===== config.mk =====
export PLATFORM = sky130hd
export DESIGN_NAME = oc_throttle_ctrl
export DESIGN_NICKNAME = d
export VERILOG_FILES = /design/src/rtl/oc_throttle_pkg.sv /design/src/rtl/oc_alarm_front.sv /design/src/rtl/oc_event_counter.sv /design/src/rtl/oc_hold_timer.sv /design/src/rtl/oc_throttle_ctrl.sv
export SDC_FILE = /design/constraint.sdc
export NUM_CORES = 1
export LEC_CHECK = 0
export ABC_AREA = 0
export BUFFER_PORTS_ARGS = -buffer_cell sky130_fd_sc_hd__buf_2
export CORE_MARGIN = 3
export CORE_UTILIZATION = 25
export CTS_CLUSTER_DIAMETER = 30
export DETAILED_ROUTE_END_ITERATION = 16
export GPL_ROUTABILITY_DRIVEN = 0
export PLACE_DENSITY_LB_ADDON = 0.2
export SLEW_MARGIN = 20
export SYNTH_ARGS = -nofsm -noshare
export SYNTH_HDL_FRONTEND = slang
export SYNTH_HIERARCHICAL = 1
export SYNTH_SLANG_ARGS = --single-unit

===== constraint.sdc =====
create_clock -name clk -period 5.2 [get_ports clk]
set_clock_uncertainty 0.1 [all_clocks]
set_input_delay 1.04 -clock clk [delete_from_list [all_inputs] [get_ports clk]]
set_output_delay 1.04 -clock clk [all_outputs]
set_load 0.01 [all_outputs]

===== src/rtl/oc_throttle_pkg.sv =====
// Shared constants and types for the over-current throttle controller.
// Assumes: nothing beyond standard SystemVerilog.
package oc_throttle_pkg;
    localparam int unsigned OC_SYNC_STAGES  = 2;
    localparam int unsigned OC_PRIME_STAGES = OC_SYNC_STAGES + 1;

    typedef enum logic {
        OC_ACT_HIGH = 1'b0,
        OC_ACT_LOW  = 1'b1
    } oc_pol_e;
endpackage


===== src/rtl/oc_alarm_front.sv =====
// Alarm front end: synchronizes the raw alarm, applies polarity and flags
// the transition into the active level as a one-cycle event.
// Assumes: alarm_raw may be asynchronous; pol_sel is static.
// No level or event is reported until the synchronizer holds real samples.
module oc_alarm_front
    import oc_throttle_pkg::*;
(
    input  logic    clk,
    input  logic    rst_n,
    input  logic    alarm_raw,
    input  oc_pol_e pol_sel,
    output logic    alarm_lvl,
    output logic    alarm_evt
);
    logic [OC_SYNC_STAGES-1:0]  sync_q;
    logic [OC_PRIME_STAGES-1:0] prime_q;
    logic                       norm_lvl;
    logic                       lvl_q;

    // Synchronizer chain, one flop per stage.
    for (genvar i = 0; i < OC_SYNC_STAGES; i++) begin : g_sync
        if (i == 0) begin : g_first
            always_ff @(posedge clk) begin
                if (!rst_n) sync_q[i] <= 1'b0;
                else        sync_q[i] <= alarm_raw;
            end
        end else begin : g_next
            always_ff @(posedge clk) begin
                if (!rst_n) sync_q[i] <= 1'b0;
                else        sync_q[i] <= sync_q[i-1];
            end
        end
    end

    // Tracks how many edges since reset, to mask stale synchronizer contents.
    always_ff @(posedge clk) begin
        if (!rst_n) prime_q <= '0;
        else        prime_q <= {prime_q[OC_PRIME_STAGES-2:0], 1'b1};
    end

    // Previous normalized level, for edge detection.
    always_ff @(posedge clk) begin
        if (!rst_n) lvl_q <= 1'b0;
        else        lvl_q <= norm_lvl;
    end

    // Polarity mapping and event detection.
    always_comb begin
        norm_lvl  = sync_q[OC_SYNC_STAGES-1] ^ (pol_sel == OC_ACT_LOW);
        alarm_lvl = prime_q[OC_SYNC_STAGES-1] & norm_lvl;
        alarm_evt = prime_q[OC_PRIME_STAGES-1] & norm_lvl & ~lvl_q;
    end


    evt_single_chk: assert property (@(posedge clk) disable iff (!rst_n)
        alarm_evt |=> !alarm_evt);

    evt_needs_lvl_chk: assert property (@(posedge clk) disable iff (!rst_n)
        alarm_evt |-> alarm_lvl);
endmodule


===== src/rtl/oc_event_counter.sv =====
// Event counter with threshold compare, inactivity filter and sticky
// interrupt flag.
// Assumes: evt is a one-cycle pulse; configuration inputs are static.
// The count saturates at all-ones and returns to zero when the interrupt fires.
module oc_event_counter #(
    parameter int unsigned CNT_W  = 16,
    parameter int unsigned FILT_W = 24
) (
    input  logic              clk,
    input  logic              rst_n,
    input  logic              evt,
    input  logic              irq_en,
    input  logic [CNT_W-1:0]  thresh,
    input  logic [FILT_W-1:0] filt_clks,
    input  logic              irq_clear,
    output logic              irq_flag
);
    localparam logic [CNT_W-1:0]  CNT_MAX  = {CNT_W{1'b1}};
    localparam logic [FILT_W-1:0] FILT_ONE = FILT_W'(1);

    logic [CNT_W-1:0]  cnt_q;
    logic [CNT_W-1:0]  cnt_inc;
    logic [FILT_W-1:0] filt_q;
    logic              hit;
    logic              filt_expire;
    logic              irq_q;

    // Saturating increment, threshold compare and filter expiry.
    always_comb begin
        cnt_inc     = (cnt_q == CNT_MAX) ? cnt_q : cnt_q + 1'b1;
        hit         = irq_en && (cnt_inc >= thresh);
        filt_expire = (filt_q == FILT_ONE) && !evt;
    end

    // Event count: advance on event, restart on fire, clear on filter expiry.
    always_ff @(posedge clk) begin
        if (!rst_n)           cnt_q <= '0;
        else if (evt)         cnt_q <= hit ? '0 : cnt_inc;
        else if (filt_expire) cnt_q <= '0;
    end

    // Inactivity timer: reloaded by each event, runs down to zero and rests.
    always_ff @(posedge clk) begin
        if (!rst_n)              filt_q <= '0;
        else if (evt)            filt_q <= filt_clks;
        else if (filt_q != '0)   filt_q <= filt_q - 1'b1;
    end

    // Sticky interrupt flag; a firing event wins over a clear.
    always_ff @(posedge clk) begin
        if (!rst_n)          irq_q <= 1'b0;
        else if (evt && hit) irq_q <= 1'b1;
        else if (irq_clear)  irq_q <= 1'b0;
    end

    assign irq_flag = irq_q;


    irq_gate_chk: assert property (@(posedge clk) disable iff (!rst_n)
        $rose(irq_q) |-> $past(evt && irq_en));

    no_wrap_chk: assert property (@(posedge clk) disable iff (!rst_n)
        (evt && !irq_en && cnt_q == CNT_MAX) |=> cnt_q == CNT_MAX);

    irq_clear_chk: assert property (@(posedge clk) disable iff (!rst_n)
        (irq_clear && !evt) |=> !irq_q);

    filt_clear_chk: assert property (@(posedge clk) disable iff (!rst_n)
        (filt_q == FILT_ONE && !evt) |=> cnt_q == '0);

    fire_restart_chk: assert property (@(posedge clk) disable iff (!rst_n)
        (evt && irq_en && !irq_q) ##1 $rose(irq_q) |-> cnt_q == '0);
endmodule


===== src/rtl/oc_hold_timer.sv =====
// Throttle stretch timer: after the alarm level drops, stays busy for
// hold_us microseconds, counted with a CLKS_PER_US prescaler.
// Assumes: hold_us is static; CLKS_PER_US >= 1.
module oc_hold_timer #(
    parameter int unsigned PERIOD_W    = 16,
    parameter int unsigned CLKS_PER_US = 100
) (
    input  logic                clk,
    input  logic                rst_n,
    input  logic                lvl,
    input  logic [PERIOD_W-1:0] hold_us,
    output logic                hold_busy
);
    localparam int unsigned PRE_W    = (CLKS_PER_US > 1) ? $clog2(CLKS_PER_US) : 1;
    localparam int unsigned PRE_LAST = CLKS_PER_US - 1;

    logic [PERIOD_W-1:0] hold_q;
    logic                us_tick;

    if (CLKS_PER_US > 1) begin : g_pre
        logic [PRE_W-1:0] pre_q;
        // Microsecond prescaler, held at zero while alarmed or idle.
        always_ff @(posedge clk) begin
            if (!rst_n || lvl || hold_q == '0) pre_q <= '0;
            else if (pre_q == PRE_W'(PRE_LAST)) pre_q <= '0;
            else                                pre_q <= pre_q + 1'b1;
        end
        assign us_tick = (pre_q == PRE_W'(PRE_LAST));
    end else begin : g_nopre
        assign us_tick = 1'b1;
    end

    // Remaining microseconds: reloaded while alarmed, counted down after.
    always_ff @(posedge clk) begin
        if (!rst_n)                         hold_q <= '0;
        else if (lvl)                       hold_q <= hold_us;
        else if (hold_q != '0 && us_tick)   hold_q <= hold_q - 1'b1;
    end

    assign hold_busy = (hold_q != '0);


    hold_down_chk: assert property (@(posedge clk) disable iff (!rst_n)
        (!lvl && hold_q != '0) |=> hold_q <= $past(hold_q));

    hold_rest_chk: assert property (@(posedge clk) disable iff (!rst_n)
        (!lvl && hold_q == '0) |=> hold_q == '0);
endmodule


===== src/rtl/oc_throttle_ctrl.sv =====
// Over-current alarm throttle controller top: alarm front end, event
// counter with interrupt, and throttle stretch timer.
// Assumes: all cfg_* inputs are static while alarms are in flight.
module oc_throttle_ctrl
    import oc_throttle_pkg::*;
#(
    parameter int unsigned CNT_W       = 16,
    parameter int unsigned FILT_W      = 24,
    parameter int unsigned PERIOD_W    = 16,
    parameter int unsigned PRIO_W      = 8,
    parameter int unsigned CLKS_PER_US = 100
) (
    input  logic                clk,
    input  logic                rst_n,
    input  logic                alarm_in,
    input  logic                cfg_active_low,
    input  logic                cfg_irq_en,
    input  logic [CNT_W-1:0]    cfg_count_thresh,
    input  logic [FILT_W-1:0]   cfg_filter_clks,
    input  logic [PERIOD_W-1:0] cfg_hold_us,
    input  logic [PRIO_W-1:0]   cfg_priority,
    input  logic                irq_clear,
    output logic                throttle_active,
    output logic [PRIO_W-1:0]   throttle_priority,
    output logic                irq_flag
);
    logic alarm_lvl;
    logic alarm_evt;
    logic hold_busy;

    oc_alarm_front u_front (
        .clk       (clk),
        .rst_n     (rst_n),
        .alarm_raw (alarm_in),
        .pol_sel   (oc_pol_e'(cfg_active_low)),
        .alarm_lvl (alarm_lvl),
        .alarm_evt (alarm_evt)
    );

    oc_event_counter #(
        .CNT_W  (CNT_W),
        .FILT_W (FILT_W)
    ) u_count (
        .clk       (clk),
        .rst_n     (rst_n),
        .evt       (alarm_evt),
        .irq_en    (cfg_irq_en),
        .thresh    (cfg_count_thresh),
        .filt_clks (cfg_filter_clks),
        .irq_clear (irq_clear),
        .irq_flag  (irq_flag)
    );

    oc_hold_timer #(
        .PERIOD_W    (PERIOD_W),
        .CLKS_PER_US (CLKS_PER_US)
    ) u_hold (
        .clk       (clk),
        .rst_n     (rst_n),
        .lvl       (alarm_lvl),
        .hold_us   (cfg_hold_us),
        .hold_busy (hold_busy)
    );

    // Throttle request and its priority tag.
    always_comb begin
        throttle_active   = alarm_lvl | hold_busy;
        throttle_priority = throttle_active ? cfg_priority : '0;
    end


    rise_from_alarm_chk: assert property (@(posedge clk) disable iff (!rst_n)
        $rose(throttle_active) |-> alarm_lvl);

    prio_idle_chk: assert property (@(posedge clk) disable iff (!rst_n)
        $fell(throttle_active) |-> throttle_priority == '0);
endmodule


==> results of run 1 <==
sequential cells by signal, summed over array words and instances (netlist names):
name	flops
u_front/sync_q	2
u_count/irq_flag	1
u_count/cnt_q	16
u_hold/hold_q	16
u_front/prime_q	3
u_front/lvl_q	1
u_hold/g_pre.pre_q	7
u_count/filt_q	24
per-stage QoR:
| stage | std cells | power (mW) | setup slack, ns | hold slack, ns |
|---|---|---|---|---|
| floorplan | 534 | 1.17 | 1.93 | 0.312 |
| global placement | 811 | 1.30 | 1.39 | 0.317 |
| detailed placement | 811 | 1.31 | 1.15 | 0.327 |
| CTS | 826 | 1.98 | 1.11 | 0.341 |
| global route | 826 | 2.10 | 0.765 | 0.367 |
| finish | 826 | 1.96 | 1.08 | 0.332 |
cells by family (layout without fill, tap and decap cells):
| logic type | count (synthesis) | count (layout) | synth area share |
|---|---|---|---|
| AND/OR/NAND/NOR | 217 | 217 | 0.287 |
| AO/OA/AOI/OAI | 138 | 138 | 0.206 |
| buffers and inverters | 52 | 124 | 0.0542 |
| flip-flops | 70 | 70 | 0.320 |
| XOR/XNOR | 32 | 32 | 0.0639 |
| adder cells (fa/ha/maj) | 21 | 21 | 0.0599 |
| multiplexers | 4 | 4 | 0.00970 |
cell type report:
type | instances | area, µm² | share of cell area
sequential | 70 | 1400 | 0.267
multi-input combinational | 412 | 2750 | 0.523
timing repair buffer | 80 | 403 | 0.0767
inverter | 29 | 109 | 0.0207
clock buffer | 13 | 280 | 0.0533
tap | 220 | 275 | 0.0524
clock inverter | 2 | 38.8 | 0.00738
final timing paths:
kind,startpoint,to,slack (ns),cells after the start
hold / removal,u_hold/g_pre.pre_q[0],u_hold/g_pre.pre_q[0],0.33,1
setup / recovery,u_count/cnt_q[0],u_count/cnt_q[9],1.08,12
setup reg to reg,u_count/cnt_q[0],u_count/cnt_q[9],1.08,12
hold reg to reg,u_hold/g_pre.pre_q[0],u_hold/g_pre.pre_q[0],0.33,1
per-layer routing:
layer,GRT usage,share of wire
met1,0.162,0.48
met2,0.190,0.44
met3,0.0397,0.057
met4,0.0390,0.014
met5,0,0
power groups by stage:
stage | Clock, mW | Combinational (mW) | Sequential (mW)
2_1_floorplan | 0 | 0.483 | 0.689
3_3_place_gp | 0 | 0.593 | 0.705
3_5_place_dp | 0 | 0.601 | 0.708
4_1_cts | 0.678 | 0.608 | 0.697
5_1_grt | 0.705 | 0.683 | 0.713
6_report | 0.652 | 0.608 | 0.699
cells in the mapped netlist, types with 4 or more instances:
library cell | count | share of area
sky130_fd_sc_hd__a311oi_1 | 4 | 0.0080
sky130_fd_sc_hd__nor2_1 | 35 | 0.030
sky130_fd_sc_hd__ha_1 | 21 | 0.060
sky130_fd_sc_hd__and2_1 | 8 | 0.011
sky130_fd_sc_hd__o21ai_0 | 41 | 0.047
sky130_fd_sc_hd__nor3_1 | 12 | 0.014
sky130_fd_sc_hd__nand4_1 | 16 | 0.023
sky130_fd_sc_hd__a21oi_1 | 22 | 0.025
sky130_fd_sc_hd__or4_1 | 10 | 0.017
sky130_fd_sc_hd__xor2_1 | 10 | 0.020
sky130_fd_sc_hd__xnor2_1 | 22 | 0.044
sky130_fd_sc_hd__or3_1 | 6 | 0.0086
sky130_fd_sc_hd__o21a_1 | 11 | 0.019
sky130_fd_sc_hd__o211ai_1 | 10 | 0.017
sky130_fd_sc_hd__nand2b_1 | 4 | 0.0057
sky130_fd_sc_hd__and3_1 | 12 | 0.017
sky130_fd_sc_hd__nor2b_1 | 10 | 0.014
sky130_fd_sc_hd__a22o_1 | 7 | 0.014
sky130_fd_sc_hd__inv_1 | 28 | 0.024
sky130_fd_sc_hd__nand3_1 | 19 | 0.022
sky130_fd_sc_hd__o31ai_1 | 7 | 0.012
sky130_fd_sc_hd__nor3b_1 | 4 | 0.0068
sky130_fd_sc_hd__clkbuf_1 | 14 | 0.012
sky130_fd_sc_hd__dfxtp_1 | 70 | 0.32
sky130_fd_sc_hd__a211oi_1 | 4 | 0.0068
sky130_fd_sc_hd__nor4_1 | 7 | 0.010
sky130_fd_sc_hd__a31oi_1 | 13 | 0.019
sky130_fd_sc_hd__nor4b_1 | 4 | 0.0080
sky130_fd_sc_hd__nand2_1 | 43 | 0.037
placed cells by master, fill, tap and decap left out, types with 11 or more instances in the layout:
cell,netlist,routed
sky130_fd_sc_hd__buf_2,2,79
sky130_fd_sc_hd__a21oi_1,22,22
sky130_fd_sc_hd__inv_1,28,28
sky130_fd_sc_hd__nor2_1,35,35
sky130_fd_sc_hd__o21a_1,11,11
sky130_fd_sc_hd__nand3_1,19,19
sky130_fd_sc_hd__nand4_1,16,16
sky130_fd_sc_hd__o21ai_0,41,41
sky130_fd_sc_hd__a31oi_1,13,13
sky130_fd_sc_hd__nand2_1,43,43
sky130_fd_sc_hd__and3_1,12,12
sky130_fd_sc_hd__ha_1,21,21
sky130_fd_sc_hd__nor3_1,12,12
sky130_fd_sc_hd__xnor2_1,22,22
sky130_fd_sc_hd__dfxtp_1,70,70
==> results.rst, run 1 <==
.. list-table::
   :header-rows: 1

   * - Metric
     - Value
   * - Post-synthesis instance area
     - approximately 4400 µm²
   * - CP top delay family
     - compound AO/OA/AOI/OAI gates
   * - Max Root-Sink Buffers
     - 2
   * - Final Hold Fails
     - 0
   * - Max-cap violation count
     - 0
   * - CTS sink cnt
     - 70
   * - Fraction of the yosys area taken by sequential cells
     - 0.320
   * - Switching power summed over all nets
     - between 600 and 700 µW
   * - Arrival time at the worst endpoint
     - about 4.3 ns
   * - Slew of the pin with the lowest slew margin
     - ~0.84 ns
   * - Number of detailed-route iterations in the first pass
     - 4
   * - Worst min-delay path category
     - reg2reg
   * - Count of pins over their slew limit
     - 0
   * - Detail Placement HPWL
     - around 8500 µm
   * - Relative contribution of the clock network to total power
     - 0.333
   * - Worst max-slew margin expressed relative to the limit
     - 0.434
   * - FMAX
     - 0.243 GHz
   * - WL final
     - about 12000 µm
   * - Resize count post-CTS
     - 0
   * - Iteration-0 DRC Markers
     - ~180
   * - Post-CTS Hold Buffers
     - 0
   * - Cell leakage power
     - around 2.2 nW
   * - Power share of the sequential group
     - 0.357
   * - Combinational power share
     - 0.310
   * - Number of enable flip-flop cells after synthesis
     - 0
   * - Chip Width
     - between 100 and 150 µm
   * - Int Power
     - 1.31 mW
   * - Area of placed instances
     - 4930 µm²
   * - Finished layout cell area
     - between 5000 and 6000 µm²
   * - Minimum clock period
     - between 4 and 5 ns
   * - Category of the worst setup path launch point
     - flop
   * - Ports placed on the boundary
     - 80
   * - Total gr overflow
     - 0
   * - Syn avg cell area
     - approximately 8.2 µm²
   * - Chip Height
     - about 140 µm
   * - Number of post-CTS setup repair buffers
     - 0
   * - Proportion of layout cells with a drive suffix above 1
     - 0.200
   * - Fill count
     - around 1.8k
   * - Number of unique standard cell types used by synthesis
     - 69
   * - Total global routing track utilization
     - 0.123
   * - WP data required
     - approximately 5.4 ns
   * - Syn Inst Count
     - roughly 530
   * - Area grow syn2layout
     - 19.9%
   * - Pin count of the biggest net entering global routing
     - 26
   * - Nets
     - about 690
   * - Switching fraction of total power
     - 0.329
   * - DRC violation count after routing
     - 0
   * - RSZ-0062 raised after global routing
     - no
   * - Worst Path Class, Setup
     - reg2reg
   * - Final TNS setup
     - 0 ns
   * - Worst IR Drop VDD
     - between 200 and 250 µV
   * - Clk Tree Root Cell
     - sky130_fd_sc_hd__clkbuf_16
   * - Cell with the largest stage delay on the worst path
     - sky130_fd_sc_hd__a211oi_2
   * - H-tree depth
     - 3
   * - Element type at the critical path end
     - flop
   * - I/O Buffers
     - 79
   * - Register bit count reported by yosys
     - 70
   * - Final period utilization
     - 0.793
   * - Power density relative to cell area
     - about 370 nW/µm²
   * - Antenna Nets Post-Route
     - 0
   * - Critical path buffer and inverter count
     - 0
   * - Clock latency reported for the late side of the worst-skew pair
     - 0.34 ns
   * - Inserted Clock Buffers
     - 9
   * - Initial cell density of the core
     - 0.260
   * - Number of antenna cells inserted
     - 0
   * - Clock Pin Slew Worst Setup and Hold Paths
     - ~0.060 ns
   * - Routed wire length per instance
     - 14.1 µm
   * - Post-layout util
     - 0.311
   * - Largest fanout on the critical path
     - 9
   * - Number of global-route vias before repair
     - roughly 4k
   * - Global-route wire length before repair
     - a little under 20000 µm
   * - Number of antenna violations at the first check in global routing
     - 0
   * - Fraction of registers with async set or reset after synthesis
     - 0
   * - Number of rows in the core area
     - 47
   * - Count of final setup violators
     - 0
   * - Yosys Warn Count
     - 6
   * - Per-cell via count in the routed design
     - between 4 and 5
   * - Vias after detailed routing
     - a little over 4k
   * - CTS tree
     - done
   * - Most frequently used flop master after synthesis
     - sky130_fd_sc_hd__dfxtp_1
   * - Overall die area
     - about 19000 µm²
   * - Status
     - completed
   * - Core area
     - approximately 17000 µm²
   * - Largest stage delay on the critical path
     - slightly below 0.7 ns
   * - Net Count, Synth
     - ~630
   * - Crit-path cells
     - ha_1 -> and3_1 -> nand4_1 -> and3_1 -> nor2b_1 -> or2_2 -> ha_1 -> o21ai_0 -> o2111ai_1 -> a211oi_2 -> o21ai_0 -> o211ai_1
No activity file was read; power rests on OpenSTA's default activity.
==> run 2, diff against run 1 <==
--- a/config.mk
+++ b/config.mk
@@ -5,7 +5,7 @@
 export SDC_FILE = /design/constraint.sdc
 export NUM_CORES = 1
 export LEC_CHECK = 0
-export ABC_AREA = 0
+export ABC_AREA = 1
 export BUFFER_PORTS_ARGS = -buffer_cell sky130_fd_sc_hd__buf_2
 export CORE_MARGIN = 3
 export CORE_UTILIZATION = 25
==> constraint.sdc (replaced) <==
create_clock -name clk -period 4.3 [get_ports clk]
set_clock_uncertainty 0.1 [all_clocks]
set_input_delay 0.86 -clock clk [delete_from_list [all_inputs] [get_ports clk]]
set_output_delay 0.86 -clock clk [all_outputs]
set_load 0.01 [all_outputs]
==> run 2 against run 1 <==
Register-to-register slack better by 0.09 ns. Worst setup slack barely moved. Area after synthesis is 11% higher. Critical path depth fell by 2. Sequential power rose by 24%. Cell count rose by 37%. Non-clock buffer count is 5 higher. First-iteration DRC count rose by 25%. Final area up 11%. Count of clock-buffer cells in the layout is 1 higher. Global-route usage up 0.073 points. Sequential cell count did not move. Critical endpoint is now throttle_priority[0].
==> results.rst, run 2 <==
.. list-table::
   :header-rows: 1

   * - Metric
     - Value
   * - Chip Height
     - 145 µm (+5.1%)
   * - Most flop-heavy register
     - u_count/filt_q
   * - Number of enable flip-flop cells after synthesis
     - 0 (unchanged)
   * - Beginning of the worst register-to-register path
     - u_count/cnt_q[0]
   * - Most common library cell in the layout ignoring fill and taps
     - sky130_fd_sc_hd__nand2_1
   * - Reg2reg end
     - u_count/cnt_q[11]
   * - Net Count, Synth
     - 877 (+40%)
   * - Largest stage delay on the critical path
     - 0.34 ns (-0.34 ns)
   * - Most frequently used flop master after synthesis
     - sky130_fd_sc_hd__dfxtp_1
   * - Syn Inst Count
     - 786 (+47%)
   * - Number of global-route vias before repair
     - 4765 (+20%)
   * - Power density relative to cell area
     - 466 nW/µm² (+25%)
   * - Antenna Nets Post-Route
     - 0 (unchanged)
   * - Most used standard cell by instance count after synthesis
     - sky130_fd_sc_hd__nand2_1
   * - Count of final setup violators
     - 0 (unchanged)
   * - Fraction of synthesized cell area taken by the top area cell type
     - 0.288 (-0.0315)
   * - Worst R2R Path Depth
     - 18 (+6)
   * - Pin count of the biggest net entering global routing
     - 33 (+27%)
   * - Detail Placement HPWL
     - 9790 µm (+16%)
   * - Crit path to
     - throttle_priority[0]
   * - Number of antenna cells inserted
     - 0 (unchanged)
   * - RSZ-0062 raised after global routing
     - no
   * - Finished layout cell area
     - 5830 µm² (+11%)
   * - Cell with the largest stage delay on the worst path
     - sky130_fd_sc_hd__dfxtp_1
   * - Nets
     - 957 (+38%)
   * - CTS sink cnt
     - 70 (unchanged)
   * - Core area
     - 18900 µm² (+12%)
   * - CP top delay family
     - simple AND/OR/NAND/NOR gates
   * - Yosys Warn Count
     - 6 (unchanged)
   * - Post-synthesis instance area
     - 4860 µm² (+11%)
   * - Number of unique standard cell types used by synthesis
     - 39 (-43%)
   * - Slew of the pin with the lowest slew margin
     - 0.657 ns (-0.180 ns)
   * - Count of pins over their slew limit
     - 0 (unchanged)
   * - Final TNS setup
     - 0 ns (unchanged)
   * - Worst max-slew margin expressed relative to the limit
     - 0.559 (+0.125)
   * - Worst hold path startpoint
     - u_front/prime_q[0]
   * - Cell accounting for the most synthesized area
     - sky130_fd_sc_hd__dfxtp_1
   * - Proportion of layout cells with a drive suffix above 1
     - 0.154 (-0.0456)
   * - Area grow syn2layout
     - 19.9% (about the same)
   * - Final Hold Fails
     - 0 (unchanged)
   * - Global-route wire length before repair
     - 21900 µm (+13%)
   * - Crit-path cells
     - inv_1 -> ha_1 -> nand2_4 -> nor2_2 -> nand2_1 -> nor2_1 -> nand3_1 -> nor2_4 -> nor2_1 -> buf_2
   * - Routed wire length per instance
     - 11.5 µm (-18%)
   * - Initial cell density of the core
     - 0.257 (-0.00235)
   * - WL final
     - 13000 µm (+12%)
   * - Per-cell via count in the routed design
     - 4.26 (-14%)
   * - Most used cells in the layout excluding fill and tap cells
     - sky130_fd_sc_hd__nand2_1, sky130_fd_sc_hd__nor2_1, sky130_fd_sc_hd__inv_1
   * - Syn avg cell area
     - 6.19 µm² (-25%)
   * - WP data required
     - 3.34 ns (-2.01 ns)
   * - Post-CTS Hold Buffers
     - 0 (unchanged)
   * - Worst path depth
     - 10 (-2)
   * - Clock latency reported for the late side of the worst-skew pair
     - 0.34 ns (about the same)
   * - Max-cap violation count
     - 0 (unchanged)
   * - Registers with the highest flip-flop counts
     - u_count/filt_q x24, u_count/cnt_q x16, u_hold/hold_q x16
   * - Element type at the critical path end
     - output port
   * - Arrival time at the worst endpoint
     - 2.26 ns (-2.01 ns)
   * - Status
     - completed
   * - Final period utilization
     - 0.749
   * - Vias after detailed routing
     - 4811 (+17%)
   * - Register-to-register path setup slack
     - 1.17 ns (+0.09 ns)
   * - Ports placed on the boundary
     - 80 (unchanged)
   * - Most common cell type on the critical path
     - sky130_fd_sc_hd__nor2_1
   * - Post-layout util
     - 0.309 (-0.00262)
   * - Chip Width
     - 145 µm (+5.1%)
   * - Final std cells w/o fill
     - 1130 (+37%)
   * - Clk Tree Root Cell
     - sky130_fd_sc_hd__clkbuf_16
   * - Cell leakage power
     - 2.91 nW (+35%)
   * - Worst Path Class, Setup
     - reg2out
   * - Total global routing track utilization
     - 0.123 (+0.000725)
   * - Fill count
     - 2140 (+19%)
   * - Number of rows in the core area
     - 50 (+6.4%)
   * - Fraction of the yosys area taken by sequential cells
     - 0.288 (-0.0315)
   * - Ranking of synthesized cells by area
     - sky130_fd_sc_hd__dfxtp_1, sky130_fd_sc_hd__nand2_1, sky130_fd_sc_hd__nor2_1
   * - Iteration-0 DRC Markers
     - 222 (+25%)
   * - Most common library cells after synthesis
     - sky130_fd_sc_hd__nand2_1, sky130_fd_sc_hd__nor2_1, sky130_fd_sc_hd__inv_1, sky130_fd_sc_hd__dfxtp_1, sky130_fd_sc_hd__a21oi_1
   * - Fraction of registers with async set or reset after synthesis
     - 0 (unchanged)
   * - Number of post-CTS setup repair buffers
     - 0 (unchanged)
   * - Inserted Clock Buffers
     - 9 (unchanged)
   * - Critical path buffer and inverter count
     - 2 (+2)
   * - Register bit count reported by yosys
     - 70 (unchanged)
   * - Max Root-Sink Buffers
     - 2 (unchanged)
   * - Total power after layout
     - 2.72 mW (+39%)
   * - Number of antenna violations at the first check in global routing
     - 0 (unchanged)
   * - Worst IR Drop VDD
     - 183 µV (-26%)
   * - Number of placed instances with taps included
     - 1115 (+37%)
   * - Minimum clock period
     - around 3.2 ns
   * - Crit path from
     - u_hold/hold_q[0]
   * - CTS tree
     - done
   * - Overall die area
     - 21200 µm² (+10%)
   * - Clock Pin Slew Worst Setup and Hold Paths
     - 0.06 ns (about the same)
   * - Largest fanout on the critical path
     - 9 (unchanged)
   * - H-tree depth
     - 3 (unchanged)
   * - Area of placed instances
     - 5550 µm² (+12%)
   * - Category of the worst setup path launch point
     - flop
   * - Resize count post-CTS
     - 0 (unchanged)
   * - Number of detailed-route iterations in the first pass
     - 4 (unchanged)
   * - FMAX
     - between 0.3 and 0.4 GHz
   * - Worst min-delay path category
     - reg2reg
   * - Total gr overflow
     - 0 (unchanged)
   * - I/O Buffers
     - 79 (unchanged)
   * - Flip-flop count of the largest register after layout
     - 24 (unchanged)
   * - DRC violation count after routing
     - 0 (unchanged)
## run 2: cell types whose count changed in the layout (fill, tap and decap cells not counted), sizes merged, moves of 12 or more
cell,before,now
a21oi,22,53
a31oi,13,1
and3,12,0
inv,28,104
nand2,43,230
nand3,19,43
nor2,35,152
or4,13,0
## run 2: worst min path at each step
stage / end / slack (ns) / cells past startpoint
floorplan: u_front/prime_q[1] / 0.29 / 2
global placement: u_front/prime_q[1] / 0.29 / 2
detailed placement: u_front/prime_q[1] / 0.30 / 2
CTS: u_front/prime_q[1] / 0.31 / 2
global route: u_front/prime_q[2] / 0.34 / 2
finish: u_front/prime_q[1] / 0.31 / 2
## run 2: per-stage QoR
stage / setup WS, ns / hold WS (ns)
floorplan: 1.69 / 0.290
global placement: 1.19 / 0.294
detailed placement: 1.17 / 0.299
CTS: 1.03 / 0.309
global route: 0.855 / 0.343
finish: 1.08 / 0.308
## run 2: layer usage
layer  part of all wire  global-route usage  wire length [µm]
met5                  0                   0                 0
met4              0.010              0.0323               133
met3              0.045              0.0296               589
met2               0.45               0.207              5900
met1               0.49               0.160              6380
## run 2: cell type report
class / count / area, µm² / area share
multi-input cells: 594 / 2980 / 0.511
well taps: 260 / 325 / 0.0558
clock buffers: 14 / 254 / 0.0435
clock inverters: 1 / 30.0 / 0.00515
repair buffers: 85 / 440 / 0.0755
flip-flops and latches: 70 / 1400 / 0.240
inverters: 106 / 402 / 0.0689
## run 2: kinds of logic after synthesis
logic type,share of synthesized area
simple gates,0.399
buf+inv,0.0996
compound gates,0.101
flops,0.288
xor+xnor,0.0540
fa+ha+maj,0.0540
mux,0.00412
## run 2: power breakdown
part / internal [mW] / switching (mW)
logic: 0.423 / 0.694
clock network: 0.463 / 0.275
registers: 0.764 / 0.101
total: 1.65 / 1.07
## run 2: worst reg2reg max path, cell delays in order (launching register included)
cell                      delay [ns]
sky130_fd_sc_hd__dfxtp_1        0.39
sky130_fd_sc_hd__ha_1           0.22
sky130_fd_sc_hd__nand2_2        0.11
sky130_fd_sc_hd__nor2_8         0.20
sky130_fd_sc_hd__nand2_4        0.09
sky130_fd_sc_hd__nor2_8         0.15
sky130_fd_sc_hd__nand2_1        0.06
sky130_fd_sc_hd__o21ai_1        0.12
sky130_fd_sc_hd__inv_1          0.07
sky130_fd_sc_hd__ha_1           0.28
sky130_fd_sc_hd__nand2_1        0.07
sky130_fd_sc_hd__nand2_1        0.05
sky130_fd_sc_hd__a21oi_1        0.12
sky130_fd_sc_hd__nand2_1        0.09
sky130_fd_sc_hd__nand2_1        0.12
sky130_fd_sc_hd__nand2_1        0.08
sky130_fd_sc_hd__nand2_1        0.45
sky130_fd_sc_hd__nand2_1        0.14
sky130_fd_sc_hd__a21oi_2        0.14
==> run 3, diff against run 2 <==
==> constraint.sdc (replaced) <==
create_clock -name clk -period 3.35 [get_ports clk]
set_clock_uncertainty 0.1 [all_clocks]
set_input_delay 0.67 -clock clk [delete_from_list [all_inputs] [get_ports clk]]
set_output_delay 0.67 -clock clk [all_outputs]
set_load 0.01 [all_outputs]
==> run 3 against run 2 <==
Wire length is 0.74% higher. Highest routed layer unchanged. Register-to-register slack worse by 0.58 ns. Largest cell class unchanged. Sequential share of layout area is 0.19 points lower. Worst hold slack better by 0.0013 ns. Critical path depth stayed put. First-iteration DRC count is 19% higher. Final area is 0.82% higher.
==> results.rst, run 3 (same netlist as run 2, synthesis figures left out) <==
.. list-table::
   :header-rows: 1

   * - Metric
     - Value
   * - Status
     - completed
   * - Pin count of the biggest net entering global routing
     - 31 (-6.1%)
   * - Final Hold Fails
     - 0 (unchanged)
   * - Element type at the critical path end
     - output port
   * - RSZ-0062 raised after global routing
     - no
   * - Routed wire length per instance
     - 11.5 µm (+0.29%)
   * - Chip Height
     - 145 µm (unchanged)
   * - Cell leakage power
     - 2.94 nW (+1.1%)
   * - Worst IR Drop VDD
     - 275 µV (+51%)
   * - Area grow syn2layout
     - 20.9%
   * - Total global routing track utilization
     - 0.124 (+0.000613)
   * - DRC violation count after routing
     - 0 (unchanged)
   * - WL met2
     - 6160 µm (+4.3%)
   * - Detail Placement HPWL
     - 10100 µm (+2.8%)
   * - Minimum clock period
     - 2.97 ns
   * - Iteration-0 DRC Markers
     - 265 (+19%)
   * - Flip-flop count of the largest register after layout
     - 24 (unchanged)
   * - Ports placed on the boundary
     - 80 (unchanged)
   * - Post-layout util
     - 0.311 (+0.00252)
   * - WL final
     - 13100 µm (+0.74%)
   * - Hold Path Stages
     - 2 (unchanged)
   * - WP data required
     - 2.58 ns (-0.76 ns)
   * - Max Root-Sink Buffers
     - 2 (unchanged)
   * - Vias after detailed routing
     - 4847 (+0.75%)
   * - Initial cell density of the core
     - 0.257 (unchanged)
   * - Worst Path Class, Setup
     - reg2out
   * - Reg2reg end
     - u_count/cnt_q[6]
   * - Power density relative to cell area
     - 598 nW/µm² (+28%)
   * - Number of antenna violations at the first check in global routing
     - 0 (unchanged)
   * - Count of pins over their slew limit
     - 0 (unchanged)
   * - H-tree depth
     - 3 (unchanged)
   * - Count of final setup violators
     - 0 (unchanged)
   * - Proportion of layout cells with a drive suffix above 1
     - 0.162 (+0.00826)
   * - I/O Buffers
     - 79 (unchanged)
   * - Number of detailed-route iterations in the first pass
     - 4 (unchanged)
   * - Critical path buffer and inverter count
     - 2 (unchanged)
   * - Most common library cell in the layout ignoring fill and taps
     - sky130_fd_sc_hd__nand2_1
   * - Global-route wire length before repair
     - 22100 µm (+0.82%)
   * - Nets
     - 961 (+0.42%)
   * - Worst min-delay path category
     - reg2reg
   * - Final period utilization
     - 0.886
   * - Chip Width
     - 145 µm (unchanged)
   * - Arrival time at the worst endpoint
     - 2.20 ns (-0.06 ns)
   * - Most used cells in the layout excluding fill and tap cells
     - sky130_fd_sc_hd__nand2_1, sky130_fd_sc_hd__nor2_1, sky130_fd_sc_hd__inv_1
   * - Number of rows in the core area
     - 50 (unchanged)
   * - CP top delay family
     - simple AND/OR/NAND/NOR gates
   * - Worst R2R Path Depth
     - 19 (+1)
   * - Slew of the pin with the lowest slew margin
     - 0.570 ns (-0.0868 ns)
   * - Sum of routed wire segments on met1
     - 6300 µm (-1.3%)
   * - Crit-path cells
     - inv_1 -> ha_1 -> nand2_4 -> nor2_2 -> nand2_1 -> nor2_1 -> nand3_1 -> nor2_4 -> nor2_1 -> buf_2
   * - CTS tree
     - done
   * - FMAX
     - around 0.34 GHz
   * - Overall die area
     - 21200 µm² (unchanged)
   * - Core area
     - 18900 µm² (unchanged)
   * - Most flop-heavy register
     - u_count/filt_q
   * - Total gr overflow
     - 0 (unchanged)
   * - CTS sink cnt
     - 70 (unchanged)
   * - Met3 wire length
     - 525 µm (-11%)
   * - Resize count post-CTS
     - 0 (unchanged)
   * - Beginning of the worst register-to-register path
     - u_count/cnt_q[1]
   * - Cell with the largest stage delay on the worst path
     - sky130_fd_sc_hd__dfxtp_1
   * - Clock latency reported for the late side of the worst-skew pair
     - 0.34 ns (about the same)
   * - Number of antenna cells inserted
     - 0 (unchanged)
   * - Final TNS setup
     - 0 ns (unchanged)
   * - Number of post-CTS setup repair buffers
     - 0 (unchanged)
   * - Per-cell via count in the routed design
     - 4.27 (+0.30%)
   * - Register-to-register path setup slack
     - 0.59 ns (-0.58 ns)
   * - Clk Tree Root Cell
     - sky130_fd_sc_hd__clkbuf_16
   * - Highest metal used
     - met4
   * - Largest stage delay on the critical path
     - 0.34 ns (about the same)
   * - Number of global-route vias before repair
     - 4719 (-0.97%)
   * - Inserted Clock Buffers
     - 9 (unchanged)
   * - Max-cap violation count
     - 0 (unchanged)
   * - Worst hold path startpoint
     - u_front/prime_q[0]
   * - Hold Path End
     - u_front/prime_q[1]
   * - Category of the worst setup path launch point
     - flop
   * - Antenna Nets Post-Route
     - 0 (unchanged)
   * - Worst max-slew margin expressed relative to the limit
     - 0.619 (+0.0602)
   * - Post-CTS Hold Buffers
     - 0 (unchanged)
   * - Clock Pin Slew Worst Setup and Hold Paths
     - 0.06 ns (about the same)
   * - Registers with the highest flip-flop counts
     - u_count/filt_q x24, u_count/cnt_q x16, u_hold/hold_q x16
   * - Most common cell type on the critical path
     - sky130_fd_sc_hd__nor2_1
   * - Largest fanout on the critical path
     - 9 (unchanged)
[run 3: cell types whose count changed in the layout (fill, tap and decap cells not counted), sizes merged]
cell / previous run / this run
clkinv: 2 / 5
buf: 85 / 89
clkbuf: 14 / 12
[run 3: area by class of cell]
| class | instances | area (µm²) |
|---|---|---|
| multi-input cells | 594 | 2980 |
| well taps | 260 | 325 |
| flip-flops and latches | 70 | 1400 |
| inverters | 106 | 402 |
| fillers | 2169 | 13000 |
| clock inverters | 4 | 45.0 |
| clock buffers | 12 | 256 |
| repair buffers | 89 | 470 |
[run 3: through the flow]
| step | total power [mW] | cells | hold WS (ns) | worst slack [ns] | cell area, µm² |
|---|---|---|---|---|---|
| final | 3.52 | 1135 | 0.310 | 0.382 | 5880 |
| after global routing | 3.86 | 1135 | 0.349 | 0.175 | 5880 |
| after CTS | 3.57 | 1135 | 0.313 | 0.354 | 5880 |
| after detailed placement | 2.56 | 1119 | 0.299 | 0.592 | 5580 |
| after global placement | 2.57 | 1119 | 0.293 | 0.601 | 5580 |
| after floorplan | 2.24 | 786 | 0.290 | 0.741 | 4860 |
[run 3: metal layers]
metal	vias up	track usage
met5	-	0
met4	0	0.0271
met3	8	0.0315
met2	83	0.210
met1	2142	0.160
li1	2614	-
[run 3: tightest hold or removal path, delay by kind of cell (launching register included)]
kind,cells,cell delay [ns]
buffers and inverters,1,0.04
flip-flops,1,0.30
AND/OR/NAND/NOR,1,0.04
[run 3: worst max path at each step]
stage                      from                   end  slack [ns]  depth (start not counted)
6_report       u_hold/hold_q[0]  throttle_priority[0]        0.38                         10
3_3_place_gp   u_count/cnt_q[0]      u_count/cnt_q[1]        0.60                         19
4_1_cts        u_hold/hold_q[0]  throttle_priority[0]        0.35                         10
3_5_place_dp   u_count/cnt_q[0]     u_count/cnt_q[10]        0.59                         19
5_1_grt        u_hold/hold_q[0]  throttle_priority[0]        0.17                         10
2_1_floorplan  u_count/cnt_q[0]     u_count/cnt_q[13]        0.74                         19
[run 3: where the power goes]
| part | switching (mW) | total [mW] | internal [mW] |
|---|---|---|---|
| clock | 0.363 | 0.977 | 0.613 |
| sequential | 0.132 | 1.11 | 0.980 |
| combinational | 0.884 | 1.43 | 0.544 |
